**src/rtl/dma_err_pkg.sv**
```systemverilog
package dma_err_pkg;

    localparam int CHN_W  = 6;
    localparam int STAT_W = 32;

    typedef enum logic [2:0] {
        EK_SRC_ADDR  = 3'd0,
        EK_SRC_OFF   = 3'd1,
        EK_DST_ADDR  = 3'd2,
        EK_DST_OFF   = 3'd3,
        EK_XFER_CFG  = 3'd4,
        EK_SCAT_GATH = 3'd5,
        EK_SRC_BUS   = 3'd6,
        EK_DST_BUS   = 3'd7
    } err_kind_e;

    typedef struct packed {
        logic             vld;
        logic [CHN_W-1:0] chan;
        err_kind_e        kind;
    } err_ev_t;

    typedef struct packed {
        logic             valid;
        logic [14:0]      rsvd;
        logic             grp_prio;
        logic             ch_prio;
        logic [CHN_W-1:0] chan;
        logic [7:0]       kind_flags;
    } err_stat_t;

    // kind 0 maps to the most significant flag bit
    function automatic logic [7:0] kind_flag(err_kind_e k);
        return 8'h80 >> k;
    endfunction

endpackage

```
**src/rtl/err_abort_seq.sv**
```systemverilog
module err_abort_seq
    import dma_err_pkg::*;
#(
    parameter int CHW = 6
) (
    input  logic           clk,
    input  logic           rst,
    input  logic           bus_flt_vld,
    input  logic           bus_flt_wr,
    input  logic           bus_flt_last,
    input  logic [CHW-1:0] bus_flt_chan,
    input  logic           phase_done,
    output logic           finish_phase,
    output logic           abort_vld,
    output logic [CHW-1:0] abort_chan,
    output err_ev_t        abort_ev
);

    logic           finish_q;
    logic           pend_wr_q;
    logic [CHW-1:0] pend_chan_q;
    logic           abt_vld_q;
    logic           abt_wr_q;
    logic [CHW-1:0] abt_chan_q;

    always_ff @(posedge clk) begin
        if (rst) begin
            finish_q    <= 1'b0;
            pend_wr_q   <= 1'b0;
            pend_chan_q <= '0;
            abt_vld_q   <= 1'b0;
            abt_wr_q    <= 1'b0;
            abt_chan_q  <= '0;
        end else begin
            abt_vld_q <= 1'b0;
            if (finish_q) begin
                if (phase_done) begin
                    finish_q   <= 1'b0;
                    abt_vld_q  <= 1'b1;
                    abt_wr_q   <= pend_wr_q;
                    abt_chan_q <= pend_chan_q;
                end
            end else if (bus_flt_vld) begin
                if (bus_flt_last) begin
                    finish_q    <= 1'b1;
                    pend_wr_q   <= bus_flt_wr;
                    pend_chan_q <= bus_flt_chan;
                end else begin
                    abt_vld_q  <= 1'b1;
                    abt_wr_q   <= bus_flt_wr;
                    abt_chan_q <= bus_flt_chan;
                end
            end
        end
    end

    assign finish_phase  = finish_q;
    assign abort_vld     = abt_vld_q;
    assign abort_chan    = abt_chan_q;
    assign abort_ev.vld  = abt_vld_q;
    assign abort_ev.chan = CHN_W'(abt_chan_q);
    assign abort_ev.kind = abt_wr_q ? EK_DST_BUS : EK_SRC_BUS;

    assert_mid_fault_abort_R7: assert property (@(posedge clk) disable iff (rst)
        (bus_flt_vld && !bus_flt_last && !finish_q)
        |=> (abort_vld && abort_chan == $past(bus_flt_chan)));

    assert_finish_hold_R8: assert property (@(posedge clk) disable iff (rst)
        (finish_q && !phase_done) |=> (finish_q && !abort_vld));

    assert_finish_release_R8: assert property (@(posedge clk) disable iff (rst)
        (finish_q && phase_done) |=> (!finish_q && abort_vld));

    assert_ignore_pending_R9: assert property (@(posedge clk) disable iff (rst)
        (finish_q && !phase_done && bus_flt_vld) |=> !abort_vld);

endmodule

```
**src/rtl/err_pick.sv**
```systemverilog
module err_pick
    import dma_err_pkg::*;
#(
    parameter int NUM_EV = 3
) (
    input  logic                  clk,
    input  logic                  rst,
    input  err_ev_t [NUM_EV-1:0]  ev,
    output err_ev_t               pick
);

    // lowest channel wins; on equal channels the lower index is kept
    always_comb begin
        pick = '0;
        for (int i = 0; i < NUM_EV; i++) begin
            if (ev[i].vld && (!pick.vld || ev[i].chan < pick.chan)) begin
                pick = ev[i];
            end
        end
    end

    for (genvar g = 0; g < NUM_EV; g++) begin : g_chk
        assert_lowest_chan_R4: assert property (@(posedge clk) disable iff (rst)
            ev[g].vld |-> (pick.vld && pick.chan <= ev[g].chan));
    end

endmodule

```
**src/rtl/err_log.sv**
```systemverilog
module err_log
    import dma_err_pkg::*;
#(
    parameter int NUM_CH = 64,
    parameter int NUM_EV = 3,
    parameter int CHW    = 6
) (
    input  logic                 clk,
    input  logic                 rst,
    input  err_ev_t [NUM_EV-1:0] ev,
    input  err_ev_t              pick,
    input  logic                 grp_prio_err,
    input  logic                 ch_prio_err,
    input  logic                 clr_w1c_vld,
    input  logic [NUM_CH-1:0]    clr_w1c_mask,
    input  logic                 clr_chan_vld,
    input  logic [CHW-1:0]       clr_chan,
    output logic [NUM_CH-1:0]    err_flags,
    output err_stat_t            status
);

    logic [NUM_CH-1:0] flags_q;
    logic [NUM_CH-1:0] set_mask;
    logic [NUM_CH-1:0] clr_mask;
    logic              gpe_q;
    logic              cpe_q;
    logic [CHN_W-1:0]  chn_q;
    logic [7:0]        typ_q;

    always_comb begin
        set_mask = '0;
        for (int i = 0; i < NUM_EV; i++) begin
            if (ev[i].vld) set_mask[ev[i].chan[CHW-1:0]] = 1'b1;
        end
        clr_mask = clr_w1c_vld ? clr_w1c_mask : '0;
        if (clr_chan_vld) clr_mask[clr_chan] = 1'b1;
    end

    always_ff @(posedge clk) begin
        if (rst) begin
            flags_q <= '0;
            gpe_q   <= 1'b0;
            cpe_q   <= 1'b0;
            chn_q   <= '0;
            typ_q   <= '0;
        end else begin
            flags_q <= (flags_q & ~clr_mask) | set_mask;
            if (pick.vld) begin
                gpe_q <= 1'b0;
                cpe_q <= 1'b0;
                chn_q <= pick.chan;
                typ_q <= kind_flag(pick.kind);
            end else if (grp_prio_err || ch_prio_err) begin
                gpe_q <= grp_prio_err;
                cpe_q <= ch_prio_err;
                typ_q <= '0;
            end
        end
    end

    assign err_flags         = flags_q;
    assign status.valid      = |flags_q;
    assign status.rsvd       = '0;
    assign status.grp_prio   = gpe_q;
    assign status.ch_prio    = cpe_q;
    assign status.chan       = chn_q;
    assign status.kind_flags = typ_q;

    for (genvar g = 0; g < NUM_EV; g++) begin : g_chk
        assert_flag_set_R1: assert property (@(posedge clk) disable iff (rst)
            ev[g].vld |=> flags_q[$past(ev[g].chan[CHW-1:0])]);
    end

    assert_prio_record_R5: assert property (@(posedge clk) disable iff (rst)
        (!pick.vld && (grp_prio_err || ch_prio_err))
        |=> (typ_q == 8'h00 && $stable(chn_q) && $stable(flags_q)));

    assert_clear_chan_R6: assert property (@(posedge clk) disable iff (rst)
        (clr_chan_vld && !set_mask[clr_chan]) |=> !flags_q[$past(clr_chan)]);

    assert_chan_beats_prio_R10: assert property (@(posedge clk) disable iff (rst)
        (pick.vld && (grp_prio_err || ch_prio_err)) |=> (!gpe_q && !cpe_q && $onehot(typ_q)));

endmodule

```
**src/rtl/dma_err_capture.sv**
```systemverilog
module dma_err_capture
    import dma_err_pkg::*;
#(
    parameter int NUM_CH  = 64,
    parameter int NUM_SRC = 2,
    localparam int CHW    = $clog2(NUM_CH),
    localparam int NUM_EV = NUM_SRC + 1
) (
    input  logic                          clk,
    input  logic                          rst,
    input  logic [NUM_SRC-1:0]            cfg_err_vld,
    input  logic [NUM_SRC-1:0][CHW-1:0]   cfg_err_chan,
    input  logic [NUM_SRC-1:0][2:0]       cfg_err_kind,
    input  logic                          grp_prio_err,
    input  logic                          ch_prio_err,
    input  logic                          bus_flt_vld,
    input  logic                          bus_flt_wr,
    input  logic                          bus_flt_last,
    input  logic [CHW-1:0]                bus_flt_chan,
    input  logic                          phase_done,
    output logic                          finish_phase,
    output logic                          abort_vld,
    output logic [CHW-1:0]                abort_chan,
    input  logic                          clr_w1c_vld,
    input  logic [NUM_CH-1:0]             clr_w1c_mask,
    input  logic                          clr_chan_vld,
    input  logic [CHW-1:0]                clr_chan,
    output logic [NUM_CH-1:0]             err_flags,
    output logic [STAT_W-1:0]             err_status
);

    err_ev_t [NUM_EV-1:0] cand;
    err_ev_t              abort_ev;
    err_ev_t              pick;
    err_stat_t            status;

    for (genvar g = 0; g < NUM_SRC; g++) begin : g_src
        assign cand[g].vld  = cfg_err_vld[g];
        assign cand[g].chan = CHN_W'(cfg_err_chan[g]);
        assign cand[g].kind = err_kind_e'(cfg_err_kind[g]);
    end
    assign cand[NUM_SRC] = abort_ev;

    err_abort_seq #(.CHW(CHW)) i_seq (
        .clk          (clk),
        .rst          (rst),
        .bus_flt_vld  (bus_flt_vld),
        .bus_flt_wr   (bus_flt_wr),
        .bus_flt_last (bus_flt_last),
        .bus_flt_chan (bus_flt_chan),
        .phase_done   (phase_done),
        .finish_phase (finish_phase),
        .abort_vld    (abort_vld),
        .abort_chan   (abort_chan),
        .abort_ev     (abort_ev)
    );

    err_pick #(.NUM_EV(NUM_EV)) i_pick (
        .clk  (clk),
        .rst  (rst),
        .ev   (cand),
        .pick (pick)
    );

    err_log #(.NUM_CH(NUM_CH), .NUM_EV(NUM_EV), .CHW(CHW)) i_log (
        .clk          (clk),
        .rst          (rst),
        .ev           (cand),
        .pick         (pick),
        .grp_prio_err (grp_prio_err),
        .ch_prio_err  (ch_prio_err),
        .clr_w1c_vld  (clr_w1c_vld),
        .clr_w1c_mask (clr_w1c_mask),
        .clr_chan_vld (clr_chan_vld),
        .clr_chan     (clr_chan),
        .err_flags    (err_flags),
        .status       (status)
    );

    assign err_status = status;

endmodule

```
**config.mk**
```make
export PLATFORM = sky130hd
export DESIGN_NAME = dma_err_capture
export DESIGN_NICKNAME = d
export VERILOG_FILES = /design/src/rtl/dma_err_pkg.sv /design/src/rtl/err_abort_seq.sv /design/src/rtl/err_pick.sv /design/src/rtl/err_log.sv /design/src/rtl/dma_err_capture.sv
export SDC_FILE = /design/constraint.sdc
export NUM_CORES = 1
export LEC_CHECK = 0
export BUFFER_PORTS_ARGS = -buffer_cell sky130_fd_sc_hd__buf_4
export CAP_MARGIN = 25
export CORE_UTILIZATION = 55
export DETAILED_ROUTE_END_ITERATION = 10
export GPL_TIMING_DRIVEN = 0
export PLACE_DENSITY = 0.87
export SLEW_MARGIN = 10
export SYNTH_ARGS = -nofsm -noshare
export SYNTH_HDL_FRONTEND = slang
export SYNTH_SLANG_ARGS = --single-unit
```
**constraint.sdc**
```tcl
create_clock -name clk -period 7.8 [get_ports clk]
set_clock_uncertainty 0.1 [all_clocks]
set_input_delay 0.39 -clock clk [delete_from_list [all_inputs] [get_ports clk]]
set_output_delay 0.39 -clock clk [all_outputs]
set_load 0.02 [all_outputs]
```
==> results of run 1 <==
-- kinds of logic after synthesis --
family	synth area share, %
compound gates	30.3
fa+ha+maj	2.14
buf+inv	6.51
flops	32.8
mux	3.10
other cells	0.0640
simple gates	25.1
-- sequential cells by signal, summed over array words and instances, names as in the netlist, 6 cells and up --
signal / flops
i_seq.abort_chan: 6
i_log.chn_q: 6
i_log.typ_q: 8
i_log.err_flags: 64
i_seq.pend_chan_q: 6
-- Yosys cell counts (all sizes together), types with 2 or more instances --
library cell	n	area, um2
nor2b	5	31.3
o21ai	3	15.0
a31oi	64	400
or3	3	18.8
ha	10	125
nand3b	7	52.6
o211ai	66	495
nand2	145	544
nor3b	8	60.1
a32o	4	40.0
o31ai	7	52.6
nand3	12	60.1
or4	2	15.0
and3b	5	43.8
dfxtp	96	1920
a22oi	48	360
or3b	2	17.5
a21o	3	22.5
buf	23	168
and3	6	38.8
inv	6	22.5
a211oi	7	52.6
mux2i	17	170
nand2b	11	68.8
nor3	14	70.1
a222oi	7	70.1
nor2	68	255
a21oi	16	83.8
nor4	17	106
a32oi	9	78.8
nand4	5	31.3
clkbuf	48	191
-- routing by layer --
| metal | global-route usage, % | vias to the layer above |
|---|---|---|
| met5 | 0 | - |
| met4 | 19.8 | 0 |
| met3 | 9.15 | 95 |
| met2 | 63.5 | 611 |
| met1 | 54.2 | 3290 |
| li1 | - | 3303 |
-- layout make-up --
type                    instances  area (um2)  share of cell area (%)
clock buffers                  10         128                    1.66
repair buffers                188        1410                    18.3
multi-input cells             604        3610                    46.9
plain buffers                  71         359                    4.66
clock inverters                 6        75.1                   0.975
well taps                     136         170                    2.21
flip-flops and latches         96        1920                    25.0
inverters                       6        22.5                   0.293
-- worst max-delay path: stages --
cell and delay (ps):
buf_4 90, clkbuf_8 150, clkbuf_1 380, nand2_1 200
ha_1 350, and3_1 200, a221o_1 380, a21oi_2 400
clkbuf_1 380, nor2_1 90, a21oi_1 210, ha_1 290
a21o_1 160, a21o_1 180, a221oi_1 300, o21ai_0 190
clkbuf_1 270, o221a_2 340, o31ai_1 170
-- per-stage QoR --
stage	cell area [um2]	power (W)	utilization, %	worst slack, ps
after floorplan	5910	0.000687	-	3380
after global placement	7470	0.000797	72.4	2590
after detailed placement	7490	0.000802	72.6	2540
after CTS	7690	0.00113	74.5	2920
after global routing	7700	0.00118	74.6	2600
final	7700	0.00114	74.6	2860
-- report_power, final --
group / total, W / switching, W / internal [W]
clock network: 0.000345 / 0.000192 / 0.000154
logic: 0.000279 / 0.000167 / 0.000112
registers: 0.000520 / 0.0000138 / 0.000506
-- worst max path at each step --
stage | from | to | slack, ps | cells past startpoint
after global placement | cfg_err_vld[0] | i_log.chn_q[0]$_SDFFE_PP0P_ | 2590 | 19
after global routing | cfg_err_vld[0] | i_log.chn_q[0]$_SDFFE_PP0P_ | 2600 | 19
final | cfg_err_vld[0] | i_log.chn_q[0]$_SDFFE_PP0P_ | 2860 | 19
after detailed placement | cfg_err_vld[0] | i_log.chn_q[0]$_SDFFE_PP0P_ | 2540 | 19
after CTS | cfg_err_vld[0] | i_log.chn_q[0]$_SDFFE_PP0P_ | 2920 | 19
after floorplan | cfg_err_vld[0] | i_log.chn_q[0]$_SDFFE_PP0P_ | 3380 | 18
==> metrics.md, run 1 <==
| Metric | Value |
|---|---|
| First-pass GRT wire length | 35.2 mm |
| Wire per inst | 20.7 um |
| Peak supply drop | 0.0000864 V |
| Slew of the pin with the lowest slew margin | approximately 1200 ps |
| Commonest non-fill, non-tap cell in the layout | buf_4 |
| Ports | 210 |
| Fin Setup TNS | 0 ps |
| Root Buffer Master | clkbuf_8 |
| H-tree levels | 3 |
| Via density | roughly 6.5 |
| First-pass iteration count of the detailed router | 8 |
| Starting density of the core | 56.8% |
| CTS Sinks | 96 |
| Hold depth | 3 |
| Post-CTS Hold Buffers | 0 |
| Iteration-0 DRC Markers | approximately 900 |
| Hold Violations, Final | 0 |
| DRC | 0 |
| Fillers | between 800 and 900 |
| Clock Latency Late Sink | between 300 and 400 ps |
| Max Cap Viol | 0 |
| Final setup violation count | 0 |
| DRT met1 WL | around 9 mm |
| Largest fanout on the critical path | 10 |
| Finished Layout Cells | 1117 |
| Yosys cell types | 58 |
| Post-synthesis cell area | a little under 0.006 mm2 |
| Min Tclk post-route | 4940 ps |
| Async SR Flop Fraction | 0% |
| Final #Nets | 1092 |
| Crit end category | flip-flop |
| Die Span X | between 100 and 150 um |
| Warnings, synthesis | 0 |
| Worst Path Required | 7990 ps |
| Flop2flop setup slack | roughly 5400 ps |
| Worst Reg2Reg Path Length in Cells | 8 |
| Die footprint | about 0.011 mm2 |
| Vias in the first global route | around 6600 |
| Top FF cell, synth | dfxtp_1 |
| Synth Register Bits | 96 |
| Post-synth EDFFs | 0 |
| Hold path startpoint | bus_flt_chan[0] |
| Clock buffer depth | 2 |
| Final worst-path cycle share | ~63% |
| ANT nets after route | 0 |
| # resized after CTS | 0 |
| Core ar. | 0.0103 mm2 |
| Routability cong. | slightly above 1 |
| DR vias | approximately 7300 |
| Critical Path Source Type | primary input |
| Largest net degree at the start of global routing | 18 |
| Drt total wl | about 23 mm |
| End of the worst hold path | i_seq.pend_chan_q[0]$_SDFFE_PP0P_ |
| Status | completed |
| RSZ-0062 raised after global routing | false |
| Power Density | ~150 mW/mm2 |
| Antenna cell count | 0 |
| All-Layer GR Usage | between 40 and 50% |
| Top Metal Used | met4 |
| Num CTS Buffers | 9 |
| Initial antenna violation count | 0 |
| Critical path data arrival time | around 5100 ps |
| Worst hold slack | ~150 ps |
| Mapped Cells | ~760 |
| Max-slew headroom | a little under a quarter |
| Metal2 WL | between 10 and 15 mm |
| Die Y | 105 um |
| Seq/Total Area, Yosys | approximately 33% |
| Worst hold path class | in2reg |
| Synthesized area per cell | 7.68 um2 |
| Synth-to-layout area growth | 31.4% |
| R2r endpoint | i_log.chn_q[0]$_SDFFE_PP0P_ |
| Share of post-route cells with drive strength above 1 | 24.1% |
| Most frequent cells in the layout | buf_4 (204), nand2_1 (145), dfxtp_1 (96) |
| Leak | just over 3 nW |
| Reg2Reg Launch Point | i_seq.abort_chan[3]$_SDFFE_PP0P_ |
| Final Max Slew Viols | 0 |
| Kind of critical path | in2reg |
| GRT overflow | 0 |
| Detail Placement HPWL | between 15 and 20 mm |
| CTS tree | done |
| Post-CTS setup buffers | 0 |
| Clk pin slew, worst setup/hold paths | ~110 ps |
| Fmax | roughly 200 MHz |
| Met3 Wirelength | 3.12 mm |
| PortBufs | between 150 and 200 |
| Placed insts | between 1000 and 1500 |
| # rows | 37 |
Note: power is estimated with default switching activity, not from simulation.
==> inputs of run 2 (changes only) <==
--- a/config.mk
+++ b/config.mk
@@ -7,10 +7,10 @@
 export LEC_CHECK = 0
 export BUFFER_PORTS_ARGS = -buffer_cell sky130_fd_sc_hd__buf_4
 export CAP_MARGIN = 25
-export CORE_UTILIZATION = 55
+export CORE_UTILIZATION = 51
 export DETAILED_ROUTE_END_ITERATION = 10
 export GPL_TIMING_DRIVEN = 0
-export PLACE_DENSITY = 0.87
+export PLACE_DENSITY = 0.82
 export SLEW_MARGIN = 10
 export SYNTH_ARGS = -nofsm -noshare
 export SYNTH_HDL_FRONTEND = slang
==> constraint.sdc (replaced) <==
create_clock -name clk -period 4.6 [get_ports clk]
set_clock_uncertainty 0.1 [all_clocks]
set_input_delay 0.23 -clock clk [delete_from_list [all_inputs] [get_ports clk]]
set_output_delay 0.23 -clock clk [all_outputs]
set_load 0.02 [all_outputs]
==> metrics.md, run 2 (synthesis results as in run 1) <==
| Metric | Value |
|---|---|
| CTS tree | done (unchanged) |
| # rows | 38 (was 37) |
| Hold depth | 3 (unchanged) |
| CP max stage delay | 400 ps (about the same) |
| GRT overflow | 0 (unchanged) |
| Clk pin slew, worst setup/hold paths | 70 ps (was 110 ps) |
| Via density | 6.45 (was 6.53) |
| Reg area | 0.00192 mm2 (unchanged) |
| Leak | 3.13 nW (was 3.06 nW) |
| Starting density of the core | 53.1% (was 56.8%) |
| Largest net degree at the start of global routing | 18 (unchanged) |
| Worst path slowest cell | a221o_1 (was a21oi_2) |
| Most frequent cells in the layout | buf_4 (204), nand2_1 (145), dfxtp_1 (96) (unchanged) |
| Detail Placement HPWL | 17.1 mm (was 17.3 mm) |
| Share of post-route cells with drive strength above 1 | 24.6% (was 24.1%) |
| Placed insts | 1106 (was 1100) |
| First-pass iteration count of the detailed router | 7 (was 8) |
| Root Buffer Master | clkbuf_16 (was clkbuf_8) |
| CP Cell Sequence | buf_4 > clkbuf_8 > clkbuf_2 > nand2_1 > ha_1 > and3_1 > a221o_1 > a21oi_4 > buf_2 > nor2_1 > a21oi_1 > ha_1 > a21o_1 > a21o_1 > a221oi_1 > o21ai_0 > clkbuf_1 > o221a_2 > o31ai_1 (was buf_4 > clkbuf_8 > clkbuf_1 > nand2_1 > ha_1 > and3_1 > a221o_1 > a21oi_2 > clkbuf_1 > nor2_1 > a21oi_1 > ha_1 > a21o_1 > a21o_1 > a221oi_1 > o21ai_0 > clkbuf_1 > o221a_2 > o31ai_1) |
| Vias in the first global route | 6518 (was 6619) |
| All-Layer GR Usage | 38.3% (was 41.1%) |
| Core ar. | 0.0110 mm2 (was 0.0103 mm2) |
| Crit end category | flip-flop (unchanged) |
| Iteration-0 DRC Markers | 893 (was 903) |
| Largest fanout on the critical path | 10 (unchanged) |
| Fmax | about 240 MHz |
| Initial antenna violation count | 0 (unchanged) |
| Clock buffer depth | 2 (unchanged) |
| Final #Nets | 1095 (was 1092) |
| Critical Path Source Type | primary input (unchanged) |
| DR vias | 7251 (was 7299) |
| Final setup violation count | 0 (unchanged) |
| Die footprint | 0.0119 mm2 (was 0.0111 mm2) |
| Max-slew headroom | 25.7% (was 22.6%) |
| CTS Sinks | 96 (unchanged) |
| Status | completed (unchanged) |
| Max Cap Viol | 0 (unchanged) |
| Ports | 210 (unchanged) |
| Die Y | 109 um (was 105 um) |
| Num CTS Buffers | 9 (unchanged) |
| Hold Violations, Final | 0 (unchanged) |
| Max reg flops | 64 (unchanged) |
| Routability cong. | 1.01 (was 1.03) |
| Kind of critical path | in2reg (unchanged) |
| Final worst-path cycle share | approximately nine tenths |
| Wire per inst | 20.5 um (was 20.7 um) |
| Peak supply drop | 0.000161 V (was 0.0000864 V) |
| ANT nets after route | 0 (unchanged) |
| Critical path data arrival time | 4380 ps (was 5130 ps) |
| Final Max Slew Viols | 0 (unchanged) |
| Worst Reg2Reg Path Length in Cells | 8 (unchanged) |
| Drt total wl | 23.1 mm (about the same) |
| Fillers | 943 (was 861) |
| Worst hold path class | in2reg (unchanged) |
| Fin Setup TNS | 0 ps (unchanged) |
| Slew of the pin with the lowest slew margin | 1110 ps (was 1160 ps) |
| Power Density | 276 mW/mm2 (was 149 mW/mm2) |
| H-tree levels | 3 (unchanged) |
| Min Tclk post-route | roughly 4200 ps |
| RSZ-0062 raised after global routing | false (unchanged) |
| Commonest non-fill, non-tap cell in the layout | buf_4 (unchanged) |
| Clock Latency Late Sink | 350 ps (was 380 ps) |
| Footprint of the multi-input gates | 0.00362 mm2 (was 0.00361 mm2) |
| Finished Layout Cells | 1124 (was 1117) |
| Synth-to-layout area growth | 33.8% (was 31.4%) |
| PortBufs | 185 (unchanged) |
| DRC | 0 (unchanged) |
| Antenna cell count | 0 (unchanged) |
| First-pass GRT wire length | 34.3 mm (was 35.2 mm) |
| Post-CTS Hold Buffers | 0 (unchanged) |
| Die Span X | 109 um (was 105 um) |
| Layout Utilization | 71.1% (was 74.6%) |
| Worst Path Required | 4760 ps (was 7990 ps) |
run 2: cell types whose count changed in the layout (fill, tap and decap cells not counted), sizes merged:
| cell | change |
|---|---|
| buf | +5 |
| clkbuf | -2 |
run 2: timing repair:
item,4_1_cts,5_1_grt
hold endpoints to repair,0,0
pin swaps,0,1
endpoints found under the setup margin,13,14
gates resized for setup,1,5
buffers inserted,0,1
run 2: critical path, delay by kind of cell:
family | cells | cell delay, ps
simple gates | 3 | 410
buf+inv | 5 | 1000
fa+ha+maj | 2 | 610
compound gates | 9 | 2120
run 2: routing by layer:
metal	vias to the layer above	routed length [um]	global-route usage, %
met2	564	9860	57.7
met1	3292	9130	50.3
li1	3305	-	-
met5	-	0	0
met4	0	918	19.4
met3	90	3180	10.0
run 2: cell type report:
type	instances	share of cell area, %
clock inverters	6	0.957
well taps	140	2.23
clock buffers	10	3.05
inverters	6	0.287
repair buffers	191	18.2
plain buffers	71	4.61
multi-input cells	604	46.2
flip-flops and latches	96	24.5
run 2: path summary, 6_finish.rpt:
| path | from | slack (ps) | endpoint |
|---|---|---|---|
| hold / removal | bus_flt_chan[3] | 20 | i_seq.pend_chan_q[3]$_SDFFE_PP0P_ |
| setup reg to reg | i_seq.abort_chan[3]$_SDFFE_PP0P_ | 2140 | i_log.chn_q[0]$_SDFFE_PP0P_ |
| hold reg to reg | i_log.typ_q[6]$_SDFFE_PP0P_ | 380 | i_log.typ_q[6]$_SDFFE_PP0P_ |
| setup / recovery | cfg_err_vld[0] | 390 | i_log.chn_q[0]$_SDFFE_PP0P_ |
run 2: stage by stage:
stage	area [um2]	worst slack [ps]	hold slack [ps]	power, W
CTS	7810	54.3	28.6	0.00214
global placement	7480	-395	341	0.00135
floorplan	5910	343	274	0.00116
global route	7840	147	37.2	0.00222
finish	7840	387	19.2	0.00216
detailed placement	7500	-473	364	0.00136
run 2: report_power, final:
group          internal (W)  switching (W)  total [W]
registers          0.000858      0.0000235   0.000881
clock network      0.000446       0.000359   0.000804
logic              0.000191       0.000285   0.000476
total               0.00150       0.000667    0.00216
==> inputs of run 3 (changes only) <==
--- a/config.mk
+++ b/config.mk
@@ -7,6 +7,7 @@
 export LEC_CHECK = 0
 export BUFFER_PORTS_ARGS = -buffer_cell sky130_fd_sc_hd__buf_4
 export CAP_MARGIN = 25
+export CORE_ASPECT_RATIO = 1.25
 export CORE_UTILIZATION = 51
 export DETAILED_ROUTE_END_ITERATION = 10
 export GPL_TIMING_DRIVEN = 0
==> constraint.sdc (replaced) <==
create_clock -name clk -period 4.6 [get_ports clk]
set_clock_uncertainty 0.1 [all_clocks]
set_input_delay 1.15 -clock clk [delete_from_list [all_inputs] [get_ports clk]]
set_output_delay 1.15 -clock clk [all_outputs]
set_load 0.02 [all_outputs]
==> metrics.md, run 3 (synthesis results as in run 1) <==
| Metric | Value |
|---|---|
| Status | complete, but fails checks (was completed) |
| Failing checks | design-rule violations, negative setup slack |
| First-pass GRT wire length | 37.4 mm (was 34.3 mm) |
| Power Density | 272 mW/mm2 (was 276 mW/mm2) |
| ANT nets after route | 0 (unchanged) |
| Die Y | 122 um (was 109 um) |
| Num CTS Buffers | 9 (unchanged) |
| Layout Utilization | 72.0% (was 71.1%) |
| Post-CTS Hold Buffers | 0 (unchanged) |
| Routability cong. | 1.02 (was 1.01) |
| Largest net degree at the start of global routing | 20 (was 18) |
| Max reg flops | 64 (unchanged) |
| Worst Path Required | 4750 ps (was 4760 ps) |
| Max Cap Viol | 0 (unchanged) |
| End of the worst hold path | i_log.typ_q[3]$_SDFFE_PP0P_ (was i_seq.pend_chan_q[3]$_SDFFE_PP0P_) |
| Largest fanout on the critical path | 10 (unchanged) |
| Final setup violation count | 1 (was 0) |
| All-Layer GR Usage | 41.3% (was 38.3%) |
| Wire per inst | 22.5 um (was 20.5 um) |
| Starting density of the core | 52.6% (was 53.1%) |
| First-pass iteration count of the detailed router | 10 (was 7) |
| Reg2Reg Launch Point | i_seq.abort_chan[3]$_SDFFE_PP0P_ (unchanged) |
| DR vias | 7412 (was 7251) |
| Final Max Slew Viols | 0 (unchanged) |
| Vias in the first global route | 7077 (was 6518) |
| Final worst slack | -10.2 ps (was 387 ps) |
| Fmax | 217 MHz (was 237 MHz) |
| Flop2flop setup slack | 2200 ps (was 2140 ps) |
| Hold depth | 2 (was 3) |
| Leak | 3.18 nW (was 3.13 nW) |
| PortBufs | 185 (unchanged) |
| Hold path startpoint | i_log.typ_q[3]$_SDFFE_PP0P_ (was bus_flt_chan[3]) |
| Slew of the pin with the lowest slew margin | 1060 ps (was 1110 ps) |
| Root Buffer Master | clkbuf_16 (unchanged) |
| Core ar. | 0.0111 mm2 (was 0.0110 mm2) |
| Die footprint | 0.0119 mm2 (about the same) |
| Initial antenna violation count | 0 (unchanged) |
| Ports | 210 (unchanged) |
| CTS Sinks | 96 (unchanged) |
| Fin Setup TNS | -10.2 ps (was 0 ps) |
| Detail Placement HPWL | 18.4 mm (was 17.1 mm) |
| Die Span X | 97.9 um (was 109 um) |
| Clk pin slew, worst setup/hold paths | 80 ps (was 70 ps) |
| Fillers | 969 (was 943) |
| Most frequent cells in the layout | buf_4 (206), nand2_1 (141), dfxtp_1 (96) (was buf_4 (204), nand2_1 (145), dfxtp_1 (96)) |
| GRT overflow | 0 (unchanged) |
| Via density | 6.63 (was 6.45) |
| Area after DPL | 0.00764 mm2 (was 0.00750 mm2) |
| CP max stage delay | 460 ps (was 400 ps) |
| Met2 usage | 70.6% (was 57.7%) |
| Iteration-0 DRC Markers | 974 (was 893) |
| Clock Latency Late Sink | 360 ps (was 350 ps) |
| Peak supply drop | 0.000180 V (was 0.000161 V) |
| Met1 usage | 47.1% (was 50.3%) |
| H-tree levels | 3 (unchanged) |
| Worst hold path class | reg2reg (was in2reg) |
| R2r endpoint | i_log.chn_q[0]$_SDFFE_PP0P_ (unchanged) |
| Worst hold slack | 357 ps (was 19.2 ps) |
| Finished Cell Area | 0.00802 mm2 (was 0.00784 mm2) |
| Met3 Usage GRT | 6.14% (was 10.0%) |
| Worst path slowest cell | o41ai_4 (was a221o_1) |
| Critical Path Source Type | primary input (unchanged) |
| Kind of critical path | in2reg (unchanged) |
| Critical path data arrival time | 4760 ps (was 4380 ps) |
| DRC | 13 (was 0) |
| Gr busiest metal | met2 (unchanged) |
| Clock buffer depth | 2 (unchanged) |
| Share of post-route cells with drive strength above 1 | 26.7% (was 24.6%) |
| Max-slew headroom | 29.0% (was 25.7%) |
| Drt total wl | 25.1 mm (was 23.1 mm) |
| Post-place setup slack | -535 ps (was -473 ps) |
| CTS tree | done (unchanged) |
| # rows | 43 (was 38) |
| Synth-to-layout area growth | 36.8% (was 33.8%) |
| Commonest non-fill, non-tap cell in the layout | buf_4 (unchanged) |
| Final #Nets | 1094 (was 1095) |
| Crit end category | flip-flop (unchanged) |
| Worst Reg2Reg Path Length in Cells | 8 (unchanged) |
| Final worst-path cycle share | 100% (was 91.6%) |
| Min Tclk post-route | 4610 ps (was 4210 ps) |
| CP Cell Sequence | buf_4 > clkbuf_16 > clkbuf_16 > nand2_4 > ha_4 > nand3_2 > o41ai_4 > a21oi_4 > buf_8 > nor2_1 > a21oi_2 > ha_1 > a21o_1 > a21o_1 > a221oi_2 > o21ai_2 > buf_6 > o221a_4 > o31ai_1 (was buf_4 > clkbuf_8 > clkbuf_2 > nand2_1 > ha_1 > and3_1 > a221o_1 > a21oi_4 > buf_2 > nor2_1 > a21oi_1 > ha_1 > a21o_1 > a21o_1 > a221oi_1 > o21ai_0 > clkbuf_1 > o221a_2 > o31ai_1) |
| Antenna cell count | 0 (unchanged) |
| Hold Violations, Final | 0 (unchanged) |
[run 3: worst max-delay path by stage]
stage | from | to | slack [ps] | depth (start not counted)
after floorplan | cfg_err_vld[0] | i_log.chn_q[0]$_SDFFE_PP0P_ | -40 | 18
after global placement | cfg_err_vld[0] | i_log.chn_q[0]$_SDFFE_PP0P_ | -500 | 19
after detailed placement | cfg_err_vld[0] | i_log.chn_q[0]$_SDFFE_PP0P_ | -530 | 19
after CTS | cfg_err_vld[0] | i_log.chn_q[0]$_SDFFE_PP0P_ | 40 | 19
after global routing | cfg_err_vld[0] | i_log.chn_q[0]$_SDFFE_PP0P_ | -140 | 19
final | cfg_err_vld[0] | i_log.chn_q[0]$_SDFFE_PP0P_ | -10 | 19
[run 3: metal layers]
layer | part of all wire (%) | wire length, um
met1 | 36 | 8930
met2 | 48 | 12000
met4 | 6.8 | 1710
met3 | 10 | 2510
met5 | 0 | 0
[run 3: critical path, delay by kind of cell]
family	cells	cell delay, ps
AOI/OAI and AO/OA	9	1950
buffers and inverters	5	740
adders and majority gates	2	610
and+or+nand+nor	3	300
[run 3: area by class of cell]
type	instances	area [um2]	area share [%]
Sequential cell	96	1920	24.0
Multi-Input combinational cell	604	3760	47.0
Timing Repair Buffer	192	1430	17.9
Clock inverter	7	72.6	0.905
Tap cell	135	169	2.11
Clock buffer	9	225	2.81
Inverter	6	22.5	0.281
Buffer	69	405	5.06
[run 3: stage by stage]
stage / cells / power (W)
2_1_floorplan: 777 / 0.00118
3_3_place_gp: 1097 / 0.00138
3_5_place_dp: 1099 / 0.00139
4_1_cts: 1117 / 0.00215
5_1_grt: 1118 / 0.00223
6_report: 1118 / 0.00218
[run 3: what timing repair did]
| action | 4_1_cts | 5_1_grt |
|---|---|---|
| pin swaps | 2 | 6 |
| gates resized for setup | 1 | 9 |
| endpoints found under the setup margin | 14 | 14 |
| setup buffers | 2 | 2 |
[run 3: where the power goes]
group,leakage (nW),internal (W),switching [W]
sequential,0.779,0.000858,0.0000236
combinational,2.26,0.000208,0.000305
clock,0.143,0.000385,0.000398
